### config.mk
export PLATFORM = sky130hd
export DESIGN_NAME = qenc_counter
export DESIGN_NICKNAME = d
export VERILOG_FILES = /design/src/rtl/qenc_counter.sv
export SDC_FILE = /design/constraint.sdc
export NUM_CORES = 1
export LEC_CHECK = 0
export ABC_AREA = 1
export BUFFER_PORTS_ARGS = -buffer_cell sky130_fd_sc_hd__buf_4
export CORE_AREA = 2 2 79 81
export CTS_CLUSTER_DIAMETER = 80
export CTS_CLUSTER_SIZE = 8
export DETAILED_ROUTE_END_ITERATION = 8
export DIE_AREA = 0 0 81 83
export GPL_ROUTABILITY_DRIVEN = 0
export PLACE_DENSITY_LB_ADDON = 0.2
export REMOVE_ABC_BUFFERS = 1
export SYNTH_ARGS = -nofsm -noshare
export SYNTH_HDL_FRONTEND = slang
export SYNTH_SLANG_ARGS = --single-unit
### constraint.sdc
create_clock -name clk -period 2.18 [get_ports clk]
set_clock_uncertainty 0.05 [all_clocks]
set_input_delay 0.436 -clock clk [delete_from_list [all_inputs] [get_ports clk]]
set_output_delay 0.436 -clock clk [all_outputs]
set_load 0.01 [all_outputs]
### src/rtl/qenc_counter.sv
module qenc_counter #(
  parameter int CNT_W       = 16,
  parameter int SYNC_STAGES = 2
) (
  input  logic             clk,
  input  logic             rst_n,
  input  logic             enable,
  input  logic             cfg_we,
  input  logic             cfg_quad,
  input  logic [1:0]       cfg_edge,
  input  logic [CNT_W-1:0] cfg_limit,
  input  logic             in_a,
  input  logic             in_b,
  output logic [CNT_W-1:0] count,
  output logic             count_down,
  output logic             busy
);

  localparam logic [CNT_W-1:0] MAX_CNT = {CNT_W{1'b1}};

  logic [SYNC_STAGES-1:0] a_sync, b_sync;
  logic                   a_q, b_q;
  logic                   quad_q;
  logic [1:0]             edge_q;
  logic [CNT_W-1:0]       limit_q;

  always_ff @(posedge clk or negedge rst_n) begin
    if (!rst_n) begin
      a_sync <= '0;
      b_sync <= '0;
      a_q    <= 1'b0;
      b_q    <= 1'b0;
    end else begin
      a_sync <= {a_sync[SYNC_STAGES-2:0], in_a};
      b_sync <= {b_sync[SYNC_STAGES-2:0], in_b};
      a_q    <= a_sync[SYNC_STAGES-1];
      b_q    <= b_sync[SYNC_STAGES-1];
    end
  end

  wire a_lvl  = a_sync[SYNC_STAGES-1];
  wire b_lvl  = b_sync[SYNC_STAGES-1];
  wire a_rise = a_lvl & ~a_q;
  wire a_fall = ~a_lvl & a_q;
  wire b_rise = b_lvl & ~b_q;
  wire b_fall = ~b_lvl & b_q;

  wire rise_on = (edge_q != 2'd1);
  wire fall_on = (edge_q != 2'd0);
  wire a_act   = (a_rise & rise_on) | (a_fall & fall_on);
  wire b_act   = (b_rise & rise_on) | (b_fall & fall_on);
  wire both_chg = (a_rise | a_fall) & (b_rise | b_fall);

  logic step, step_up;
  always_comb begin
    step    = 1'b0;
    step_up = 1'b1;
    if (!quad_q) begin
      step = a_act;
    end else if (!both_chg) begin
      if (a_act) begin
        step    = 1'b1;
        step_up = a_rise ? ~b_lvl : b_lvl;
      end else if (b_act) begin
        step    = 1'b1;
        step_up = b_rise ? a_lvl : ~a_lvl;
      end
    end
  end

  always_ff @(posedge clk or negedge rst_n) begin
    if (!rst_n) begin
      quad_q  <= 1'b0;
      edge_q  <= 2'd0;
      limit_q <= MAX_CNT;
      busy    <= 1'b0;
    end else begin
      busy <= cfg_we & enable;
      if (cfg_we && !enable) begin
        quad_q  <= cfg_quad;
        edge_q  <= cfg_edge;
        limit_q <= cfg_limit;
      end
    end
  end

  always_ff @(posedge clk or negedge rst_n) begin
    if (!rst_n) begin
      count      <= '0;
      count_down <= 1'b0;
    end else if (!enable) begin
      count <= '0;
    end else if (step) begin
      count_down <= ~step_up;
      if (step_up) count <= (count >= limit_q) ? '0 : count + 1'b1;
      else         count <= (count == '0) ? limit_q : count - 1'b1;
    end
  end


  count_in_range_chk: assert property (@(posedge clk) disable iff (!rst_n)
    count <= limit_q);


  idle_zero_chk: assert property (@(posedge clk) disable iff (!rst_n)
    !enable |=> count == '0);


  busy_reject_chk: assert property (@(posedge clk) disable iff (!rst_n)
    (cfg_we && enable) |=> (busy && $stable(limit_q) && $stable(edge_q) && $stable(quad_q)));


  pulse_step_chk: assert property (@(posedge clk) disable iff (!rst_n)
    (enable && !quad_q && $past(enable)) |->
      (count == $past(count) || count == $past(count) + 1'b1 || count == '0));


  pulse_dir_chk: assert property (@(posedge clk) disable iff (!rst_n)
    (enable && !quad_q && step) |=> !count_down);


  simultaneous_hold_chk: assert property (@(posedge clk) disable iff (!rst_n)
    (enable && quad_q && both_chg) |=> $stable(count));

endmodule

==> flow_summary.toml <==
[detailed_routing]
wl_met1_um = 3780
avgViaCountPerCell = 5.36
dr.max_layer_used = "met4"
avgRoutedWirePerCell_um = 13.6
drc = 0
num_vias = 3432
dr_wl_met3_um = 505
drt-pass1-iter-count = 6
wl_met2_um = 4280
drt_wl_total_um = 8730
drtIter0Drc = 258
detail-route-antenna-nets = 0

[die]
die_w_um = 81
num_rows = 28
initial_core_util = 0.580
dieArea_um2 = 6720
core_um2 = 5820
ios = 43
die_h_um = 83

[sta]
setup_tns_ns = 0
rsz0062_at_grt = "false"
max_slew_margin = 0.637
fin_crit_sh = 0.932
fmax_ghz = 0.492
hold_ws_ns = 0.0677
hold_viol_final = 0
timing.final.ws_setup_ns = 0.148
maxSlewViolCount = 0
min_period_ns = 2.03
worstMarginPinSlew_ns = 0.544
setup_viol = 0

[cts]
cts_tree = "done"
cts_root_buffer = "clkbuf_8"
cts_buffer_depth = 2
htree_levels = 2
clkLatencyLatePin_ns = 0.30
cts_inserted_buffers = 5
clkSinkCount = 43
clkTransAtPathRegs_ns = 0.08

[place]
portBuffers = 42
dpl-instance-area_um2 = 3870
hpwl_um = 6680
dp_worst_setup_slack_ns = 0.149

[setup_path]
timing.rr.start = "limit_q[7]"
end_kind = "flop"
path_class = "reg2reg"
startpoint = "limit_q[7]"
cp.required_ns = 2.31
cp.arrival_ns = 2.17
worst-path-max-fanout = 7
startpoint_type = "flop"

[min_path]
hp-class = "in2async"

[global_routing]
grt_pass1_vias = 3342
grt_start_max_net_pins = 44
grt_overflow_total = 0
antenna_found_initial = 0
grt_first_pass_wirelength_um = 15000
grt_util_all_layers = 0.279

[finish]
stdcell_area_um2 = 4030
n_antenna_cell = 0
final_nets = 612
final_common_cell = "nand2_1"
final_util = 0.693
layout-drive-gt1-share = 0.212
areaGrowthSynthToFinish_pct = 19.6
layout_common_cells = "152 x nand2_1, 68 x nor2_1, 66 x buf_4, 54 x inv_1, 46 x nand3_1"

[synth]
syn_area_per_cell_um2 = 6.69
yosysSeqAreaShare = 0.325
synthAdderAreaFrac = 0.0854
synthSimpleGateAreaFrac = 0.376
synth.area.top_cells = "dfrtp_1 20%, nand2_1 17%, dfstp_2 12%, ha_1 8.5%, nor2_1 7.7%"
synthXorXnorAreaFrac = 0.0312
synth_top_family_by_area = "simple AND/OR/NAND/NOR gates"
netlist_instances = 504
synth_cell_type_count = 29
yosys.area.top_type = "dfrtp_1"
synth-compound-area-share = 0.0824
ys_ff_latch = 43
netlist.area_leader.share = 0.200
synthMuxAreaShare = 0.0100
netlist_area_um2 = 3370
synth_warnings = 0

[pwr]
irDropWorstVdd_uv = 476
power_density_nw_per_um2 = 841
p_leak_nw = 2.26

[run_status]
status = "finished clean"

[run]
drv_cap = 0
==> synthesized netlist by cell type (all sizes together) <==
| cell type | number |
|---|---|
| a21oi | 35 |
| nand4 | 8 |
| o21bai | 3 |
| buf | 11 |
| xor2 | 11 |
| ha | 23 |
| dfstp | 16 |
| o21a | 1 |
| inv | 59 |
| nor3 | 2 |
| nand2 | 158 |
| nand3 | 47 |
| clkbuf | 3 |
| dfrtp | 27 |
| o21ai | 13 |
| nor2 | 81 |
| mux2 | 3 |
| xnor2 | 1 |
| nand3b | 2 |
==> layer usage <==
layer	vias to the layer above	GRT usage
li1	1714	-
met1	1565	0.362
met2	134	0.467
met3	19	0.0489
met4	0	0.0894
met5	-	0
==> path summary, 6_finish.rpt <==
| check | end | slack (ns) | cells past startpoint |
|---|---|---|---|
| worst max-delay path | count[12] | 0.15 | 14 |
| worst min-delay path | count[3] | 0.07 | 1 |
| worst max register to register | count[12] | 0.15 | 14 |
| worst min register to register | b_sync[1] | 0.30 | 0 |
| max in group asynchronous | limit_q[12] | 1.62 | 1 |
| min in group clk | a_sync[0] | 0.18 | 1 |
==> worst max-delay path, stage by stage (launching register included) <==
cell,delay [ns]
dfstp_2,0.54
inv_1,0.05
ha_1,0.29
nand2_1,0.05
inv_1,0.06
nand2_1,0.07
nor2_1,0.11
nor2_1,0.04
nand2_1,0.12
nand2_2,0.11
buf_6,0.15
nand3_1,0.08
nand2_1,0.06
nand3_1,0.07
nand2_1,0.06
==> area by class of cell <==
| cell class | count | area, µm² |
|---|---|---|
| multi-input combinational | 388 | 1980 |
| fill | 518 | 1790 |
| sequential | 43 | 1100 |
| timing repair buffer | 67 | 507 |
| inverter | 59 | 221 |
| tap | 75 | 93.8 |
| clock buffer | 6 | 72.6 |
| clock inverter | 2 | 60.1 |
==> flip-flops by register name, summed over array words and instances, names as in the netlist <==
| register | count |
|---|---|
| a_q | 1 |
| a_sync | 2 |
| b_q | 1 |
| b_sync | 2 |
| busy | 1 |
| count | 16 |
| count_down | 1 |
| edge_q | 2 |
| limit_q | 16 |
| quad_q | 1 |
==> cells by family after synthesis <==
group / count (synthesis)
simple gates: 298
buf+inv: 73
compound gates: 52
flops: 43
fa+ha+maj: 23
xor+xnor: 12
mux: 3
==> power by group <==
| part | total [mW] | internal (mW) | switching, mW |
|---|---|---|---|
| Combinational | 1.68 | 0.615 | 1.06 |
| Sequential | 0.977 | 0.917 | 0.0598 |
| Clock | 0.737 | 0.458 | 0.279 |
| Total | 3.39 | 1.99 | 1.40 |
==> repair_timing <==
item	CTS	global route
setup endpoints to repair	0	10
hold buffers	0	0
resized for setup	0	4
endpoints found under the hold margin	0	0
setup buffers	0	2
==> per-stage QoR <==
step                total power, mW  instances
global placement               2.59        630
detailed placement             2.63        630
CTS                            3.38        638
global route                   3.64        640
floorplan                      2.09        490
finish                         3.39        640
No activity file was read; power rests on OpenSTA's default activity.
